--- config.mk ---
export PLATFORM = sky130hd
export DESIGN_NAME = mac_acc_unit
export DESIGN_NICKNAME = d
export VERILOG_FILES = /design/src/rtl/mac_pkg.sv /design/src/rtl/mac_product.sv /design/src/rtl/mac_acc_reg.sv /design/src/rtl/mac_result_stage.sv /design/src/rtl/mac_acc_unit.sv
export SDC_FILE = /design/constraint.sdc
export NUM_CORES = 2
export LEC_CHECK = 0
export BUFFER_PORTS_ARGS = -buffer_cell sky130_fd_sc_hd__buf_4
export CORE_MARGIN = 5
export CORE_UTILIZATION = 50
export DETAILED_ROUTE_END_ITERATION = 10
export PLACE_DENSITY = 0.69
export SKIP_CTS_REPAIR_TIMING = 1
export SLEW_MARGIN = 20
export SYNTH_ARGS = -nofsm -noshare
export SYNTH_HDL_FRONTEND = slang
export SYNTH_SLANG_ARGS = --single-unit
--- constraint.sdc ---
create_clock -name clk -period 26.9 [get_ports clk]
set_input_delay 5.38 -clock clk [delete_from_list [all_inputs] [get_ports clk]]
set_output_delay 5.38 -clock clk [all_outputs]
set_load 0.01 [all_outputs]
--- src/rtl/mac_pkg.sv ---
package mac_pkg;
  typedef enum logic [1:0] {
    MAC_ADD  = 2'd0,
    MAC_SUB  = 2'd1,
    MAC_RDCL = 2'd2,
    MAC_RSVD = 2'd3
  } mac_op_e;
endpackage

--- src/rtl/mac_product.sv ---
// Truncated signed product: keep DATA_W low bits, sign-extend to ACC_W.
module mac_product #(
  parameter int DATA_W = 32,
  localparam int ACC_W = 2 * DATA_W
) (
  input  logic [DATA_W-1:0] op_a,
  input  logic [DATA_W-1:0] op_b,
  output logic [ACC_W-1:0]  prod_ext
);
  logic [DATA_W-1:0] prod_low;

  // Low bits of a signed and an unsigned product are identical.
  assign prod_low = op_a * op_b;
  assign prod_ext = {{DATA_W{prod_low[DATA_W-1]}}, prod_low};
endmodule

--- src/rtl/mac_acc_reg.sv ---
// Accumulator halves; an accepted command outranks a half write.
module mac_acc_reg
  import mac_pkg::*;
#(
  parameter int DATA_W = 32,
  localparam int ACC_W = 2 * DATA_W,
  localparam int N_HALF = 2
) (
  input  logic              clk,
  input  logic              rst,
  input  logic              cmd_fire,
  input  mac_op_e           cmd_op,
  input  logic [ACC_W-1:0]  prod_ext,
  input  logic [N_HALF-1:0] wr_en,
  input  logic [DATA_W-1:0] wr_data,
  output logic [ACC_W-1:0]  acc_q
);
  logic [ACC_W-1:0] acc_next;

  always_comb begin
    acc_next = acc_q;
    unique case (cmd_op)
      MAC_ADD:  acc_next = acc_q + prod_ext;
      MAC_SUB:  acc_next = acc_q - prod_ext;
      MAC_RDCL: acc_next = '0;
      default:  acc_next = acc_q;
    endcase
  end

  for (genvar h = 0; h < N_HALF; h++) begin : g_half
    logic [DATA_W-1:0] half_q;

    always_ff @(posedge clk) begin
      if (rst) begin
        half_q <= '0;
      end else if (cmd_fire) begin
        half_q <= acc_next[h*DATA_W +: DATA_W];
      end else if (wr_en[h]) begin
        half_q <= wr_data;
      end
    end

    assign acc_q[h*DATA_W +: DATA_W] = half_q;
  end
endmodule

--- src/rtl/mac_result_stage.sv ---
// One-entry output register for read-and-clear results.
module mac_result_stage #(
  parameter int DATA_W = 32
) (
  input  logic              clk,
  input  logic              rst,
  input  logic              load,
  input  logic [DATA_W-1:0] load_data,
  input  logic              out_ready,
  output logic              out_valid,
  output logic [DATA_W-1:0] out_data
);
  always_ff @(posedge clk) begin
    if (rst) begin
      out_valid <= 1'b0;
      out_data  <= '0;
    end else if (load) begin
      out_valid <= 1'b1;
      out_data  <= load_data;
    end else if (out_ready) begin
      out_valid <= 1'b0;
    end
  end
endmodule

--- src/rtl/mac_acc_unit.sv ---
module mac_acc_unit
  import mac_pkg::*;
#(
  parameter int DATA_W = 32
) (
  input  logic              clk,
  input  logic              rst,
  input  logic              cmd_valid,
  output logic              cmd_ready,
  input  logic [1:0]        cmd_op,
  input  logic [DATA_W-1:0] cmd_a,
  input  logic [DATA_W-1:0] cmd_b,
  output logic              res_valid,
  input  logic              res_ready,
  output logic [DATA_W-1:0] res_data,
  input  logic              wr_lo_en,
  input  logic              wr_hi_en,
  input  logic [DATA_W-1:0] wr_data,
  output logic [DATA_W-1:0] acc_lo,
  output logic [DATA_W-1:0] acc_hi
);
  localparam int ACC_W = 2 * DATA_W;

  mac_op_e          op;
  logic             fire;
  logic [ACC_W-1:0] prod_ext;
  logic [ACC_W-1:0] acc_q;

  assign op        = mac_op_e'(cmd_op);
  assign cmd_ready = !res_valid || res_ready;
  assign fire      = cmd_valid && cmd_ready;

  mac_product #(.DATA_W(DATA_W)) u_prod (
    .op_a     (cmd_a),
    .op_b     (cmd_b),
    .prod_ext (prod_ext)
  );

  mac_acc_reg #(.DATA_W(DATA_W)) u_acc (
    .clk      (clk),
    .rst      (rst),
    .cmd_fire (fire),
    .cmd_op   (op),
    .prod_ext (prod_ext),
    .wr_en    ({wr_hi_en, wr_lo_en}),
    .wr_data  (wr_data),
    .acc_q    (acc_q)
  );

  mac_result_stage #(.DATA_W(DATA_W)) u_res (
    .clk       (clk),
    .rst       (rst),
    .load      (fire && (op == MAC_RDCL)),
    .load_data (acc_q[DATA_W-1:0]),
    .out_ready (res_ready),
    .out_valid (res_valid),
    .out_data  (res_data)
  );

  assign acc_lo = acc_q[DATA_W-1:0];
  assign acc_hi = acc_q[ACC_W-1:DATA_W];
endmodule

## After elaboration in Yosys (flattened, before gate mapping)

Cells that the tools add are included.

| word-level totals | value |
|---|---|
| flip-flop bits (word level) | 97 |
| output and inout bits | 98 |
| word-level logic and storage cells | 27 |
| input port bits | 104 |

| operators by class | value |
|---|---|
| reduce and logical (&&, ||, !) cells | 10 |
| $add $sub $neg | 2 |
| equal/unequal tests | 3 |
| multipliers | 1 |
| multiplexer cells | 7 |

Operators with widths:

| operator | count |
|---|---|
| $pmux 64 s3 | 1 |
| $mux 32 | 4 |
| $add 64x64->64 | 1 |
| $sub 64x64->64 | 1 |
| $mul 32x32->32 | 1 |
| $reduce_bool 2->1 | 3 |
| $ne 4x1->1 const B | 1 |
| $reduce_and 2->1 | 2 |
| $eq 2x1->1 const B | 1 |
| $eq 2x2->1 const B | 1 |
| $logic_and 1x1->1 | 2 |
| $logic_not 2->1 | 1 |
| $mux 1 | 2 |
| $logic_not 1->1 | 1 |
| $logic_or 1x1->1 | 1 |

## Depth between registers and ports, before layout

| logic depth | value |
|---|---|
| word-level depth | 5 |
| gate-level depth with buffers | 47 |
| gate-level depth less buffers | 43 |

## Cells and area by module

From an unflattened synthesis, not the netlist that was laid out.

| second synthesis, totals | value |
|---|---|
| cells, all modules | 2975 |
| area, all modules | 25315.5 sq um |

Modules (own cells, without submodules):

| module | area an instance (sq um) | cells each | instances | sequential area each (sq um) |
|---|---|---|---|---|
| mac_product | 15996.6 | 1733 | 1 | 0.0 |
| mac_acc_reg | 8082.8 | 1131 | 1 | 1281.2 |
| mac_result_stage | 1204.9 | 108 | 1 | 660.6 |
| mac_acc_unit | 31.3 | 3 | 1 | 0.0 |

## Worst setup path after synthesis

Ideal clock, no wire load.

| timing path | value |
|---|---|
| kind | in2reg |
| start | in cmd_a[13] |
| end | reg u_acc.g_half[1].half_q[24] |
| path slack | 11.352 ns |
| stages | 43 |
| library setup time | 0.134 ns |
| arrival | 15.415 ns |
| buffers on the path | 4 |
| required time | 26.766 ns |
| cell sequence | clkbuf_1 clkbuf_1 and2_1 fa_1 fa_1 fa_1 inv_1 fa_1 inv_1 fa_1 inv_1 fa_1 inv_1 fa_1 fa_1 ha_1 a2111oi_0 o21ai_0 [7 not listed] buf_2 buf_6 ha_1 nand2_1 nand2_1 ha_1 a21oi_1 o21bai_1 a21oi_1 o21ai_0 a31o_2 a311o_1 and2_1 a21o_1 a21oi_1 o21ai_0 xnor2_1 o22ai_1 |

| on the way | value |
|---|---|
| word-level cells in the longest chain between the ends | 4 |
| elaborated cells between the ends (all ways) | 5 |
| classes of those cells | add/sub (2); mul (1); mux (2) |

Ends and longest elaborated chain:

| what | line | source |
|---|---|---|
| from (decl) | mac_acc_unit.sv:11 | `input logic [DATA_W-1:0] cmd_a,` |
| $mul 32x32->32 * | mac_product.sv:13 | `assign prod_low = op_a * op_b;` |
| $sub 64x64->64 / $add 64x64->64 (equally long branches) | mac_acc_reg.sv:24, mac_acc_reg.sv:23 |  |
| $pmux 64 s3 * | mac_acc_reg.sv:22 | `unique case (cmd_op)` |
| $mux 32 * | mac_acc_reg.sv:36 | `end else if (cmd_fire) begin` |
| to (signal assigned) | mac_acc_reg.sv:37 | `half_q <= acc_next[h*DATA_W +: DATA_W];` |
| to (signal assigned) | mac_acc_reg.sv:39 | `half_q <= wr_data;` |
| to (decl) | mac_acc_reg.sv:31 | `logic [DATA_W-1:0] half_q;` |

Every way passes the cells marked *; elsewhere a longest branch is shown, timed or not.
A chain may end at the register's enable or synchronous reset.

## Worst setup path in the final report

| timing path | value |
|---|---|
| start | in cmd_b[2] |
| end | reg u_acc.g_half[1].half_q[31] |

| on the way | value |
|---|---|
| word-level cells in the longest chain between the ends | 4 |
| elaborated cells between the ends (all ways) | 5 |
| classes of those cells | add/sub (2); mul (1); mux (2) |

Ends and longest elaborated chain:

| what | line | source |
|---|---|---|
| from (decl) | mac_acc_unit.sv:12 | `input logic [DATA_W-1:0] cmd_b,` |
| $mul 32x32->32 * | mac_product.sv:13 |  |
| $sub 64x64->64 / $add 64x64->64 (equally long branches) | mac_acc_reg.sv:24, mac_acc_reg.sv:23 |  |
| $pmux 64 s3 * | mac_acc_reg.sv:22 |  |
| $mux 32 * | mac_acc_reg.sv:36 |  |

Marks and branches as above.

==> impl_metrics.env <==
export IMPL_synth_cells=2851
export IMPL_status="finished clean"
export IMPL_postRouteAntennaNets=0
export IMPL_core_area_mm2=0.0475
export IMPL_synth_edf_count=0
export IMPL_synth_cell_types=74
export IMPL_rows=80
export IMPL_vias_per_cell=5.79
export IMPL_finalCritPeriodShare_pct=61.6
export IMPL_dr_total_vias=20400
export IMPL_area_growth_pct=8.44
export IMPL_ys_ff_latch=97
export IMPL_slowest_delay_ns=0.79
export IMPL_yosysSeqAreaShare_pct=8.10
export IMPL_firstDrtPassIters=5
export IMPL_finalSetupViolCount=0
export IMPL_avgSynthCellArea_um2=8.41
export IMPL_rsz0062_at_grt="false"
export IMPL_die_w_um=229
export IMPL_wl_per_cell_um=21.5
export IMPL_slew_headroom_pct=25.2
export IMPL_fin_crit_ns=16.57
export IMPL_grt_usage_pct=28.7
export IMPL_crit_required_ns=27.10
export IMPL_synthArstFlopShare_pct=0
export IMPL_cp_slowest_cell="or3_1"
export IMPL_grt_ovfl_total=0
export IMPL_initialDrtViolationCount=1631
export IMPL_critPathKind="in2reg"
export IMPL_synth_ff_type="dfxtp_1"
export IMPL_syn_nets=3552
export IMPL_ios=202
export IMPL_clock_skew_ns=0.0125
export IMPL_finalHoldViolCount=0
export IMPL_antenna_found_initial=2
export IMPL_routed_wirelength_mm=75.9
export IMPL_final_cell_mix="inv_1, fa_1, nand2_1, and2_1, buf_4"
export IMPL_cpMostUsedCell="fa_1"
export IMPL_slew_viol_final=0
export IMPL_cp_max_fo=30
export IMPL_yosysWarnings=0
export IMPL_die_h_um=229
export IMPL_startpoint_type="input port"
export IMPL_dpl_hpwl_mm=61.5
export IMPL_grt_pass1_wl_mm=120
export IMPL_cts_buffer_depth=2
export IMPL_clock_sinks=97
export IMPL_place_congestion=0.953
export IMPL_fin_ws_ns=10.33
export IMPL_fp_dieArea_mm2=0.0524
export IMPL_grt_max_degree=99
export IMPL_nets=3610
export IMPL_cts_root_buffer="clkbuf_16"
export IMPL_fmax_ghz=0.0604
export IMPL_dpl_worst_slack_ns=9.96
export IMPL_end_kind="flop"
export IMPL_clock_latency_ns=0.37
export IMPL_setup_tns_ns=0
export IMPL_hp_class="reg2reg"
export IMPL_final_common_cell="inv_1"
export IMPL_syn_area_mm2=0.0240
export IMPL_drcViolationCount=0
export IMPL_grt_pass1_vias=21100
export IMPL_arrival_ns=16.77
export IMPL_worst_slew_pin_slew_ns=1.12
export IMPL_floorplan_initialDensity_pct=50.4
export IMPL_cts_tree="built"
export IMPL_clk_pin_slew_ns=0.08
export IMPL_cts_made_buffers=9
export IMPL_htree_levels=3
export IMPL_maxCapViolations=0
export IMPL_layout_drive_gt1_share_pct=9.27
export IMPL_io_buffers=201
export IMPL_n_antenna_cell=0
## per-stage QoR
step | std cells | hold WS [ns] | util, % | cell area (µm²)
6_report | 3529 | 0.456 | 54.7 | 26000
4_1_cts | 3529 | 0.457 | 54.7 | 26000
2_1_floorplan | 2851 | 0.481 | - | 24000
5_1_grt | 3529 | 0.477 | 54.7 | 26000
3_5_place_dp | 3513 | 0.448 | 54.1 | 25700
3_3_place_gp | 3513 | 0.442 | 54.1 | 25700
## flip-flops by register name, indices dropped and copies added (netlist names)
name and count:
u_acc.g_half.half_q 64, u_res.out_data 32, u_res.out_valid 1
## cell families after synthesis
logic type      after synthesis  synth area share, %
simple gates                949                 19.6
xor+xnor                    173                 6.41
fa+ha+maj                   597                 44.0
flops                        97                 8.10
compound gates              451                 12.6
mux                           1               0.0417
buf+inv                     583                 9.24
## routing by layer
metal  vias up  global-route usage, %  share of wire [%]
met5         -                      0              0.029
met2       790                   46.6                 46
met1     10300                   39.7                 43
li1       9188                      -                  -
met3       137                   4.41                7.5
met4         4                   9.28                3.6
## worst max-delay path: cells and delay by family
kind	cells	cell delay, ns
xor+xnor	2	0.54
fa+ha+maj	11	5.21
compound gates	10	2.29
buf+inv	5	0.41
simple gates	11	2.89
## worst paths after layout
path	startpoint	end	slack (ns)	cells past startpoint
max	cmd_b[2]	u_acc.g_half[1].half_q[31]$_SDFFE_PP0P_	10.33	39
min reg2reg	u_res.out_data[21]$_SDFFE_PP0P_	u_res.out_data[21]$_SDFFE_PP0P_	0.46	2
max reg2reg	u_acc.g_half[0].half_q[3]$_SDFFE_PP0P_	u_acc.g_half[1].half_q[19]$_SDFFE_PP0P_	22.45	13
min	u_res.out_data[21]$_SDFFE_PP0P_	u_res.out_data[21]$_SDFFE_PP0P_	0.46	2
## synth_stat cells (3+ instances only)
| master | instances | area [µm²] |
|---|---|---|
| nand2b_1 | 16 | 100 |
| a31oi_1 | 20 | 125 |
| and3_1 | 16 | 100 |
| a311oi_1 | 6 | 52.6 |
| buf_1 | 5 | 18.8 |
| o21bai_1 | 12 | 90.1 |
| or2_2 | 3 | 18.8 |
| o21ai_0 | 66 | 330 |
| a21boi_0 | 6 | 45.0 |
| a31o_2 | 4 | 35.0 |
| xor2_1 | 52 | 455 |
| a21oi_2 | 20 | 175 |
| a21oi_1 | 137 | 686 |
| nand3_1 | 19 | 95.1 |
| o31ai_1 | 4 | 30.0 |
| and4_1 | 5 | 43.8 |
| nor2b_1 | 14 | 87.6 |
| o2bb2ai_1 | 3 | 26.3 |
| xnor2_1 | 119 | 1040 |
| inv_1 | 419 | 1570 |
| o22ai_1 | 7 | 43.8 |
| nor4_1 | 6 | 37.5 |
| nand2_1 | 376 | 1410 |
| a21o_1 | 57 | 428 |
| a221oi_1 | 47 | 412 |
| a41oi_1 | 4 | 35.0 |
| nor3_1 | 55 | 275 |
| nand4_1 | 15 | 93.8 |
| a211oi_1 | 10 | 75.1 |
| o211ai_1 | 5 | 37.5 |
| ha_1 | 188 | 2350 |
| and2_1 | 296 | 1850 |
| clkbuf_1 | 155 | 582 |
| dfxtp_1 | 97 | 1940 |
| fa_1 | 409 | 8190 |
| or3_1 | 12 | 75.1 |
| a2111oi_0 | 5 | 43.8 |
| a221o_1 | 3 | 30.0 |
| o221ai_1 | 4 | 35.0 |
| nor2_1 | 104 | 390 |
| o21a_1 | 12 | 90.1 |
## area by class of cell
type,instances,area (µm²)
fillers,4440,21500
well taps,615,769
flip-flops and latches,97,1940
multi-input cells,2171,19800
clock buffers,9,225
clock inverters,7,65.1
inverters,419,1570
repair buffers,211,1580
Power is not shown: default switching activity piles up to over one toggle a cycle in this logic, so the estimate is an artifact.
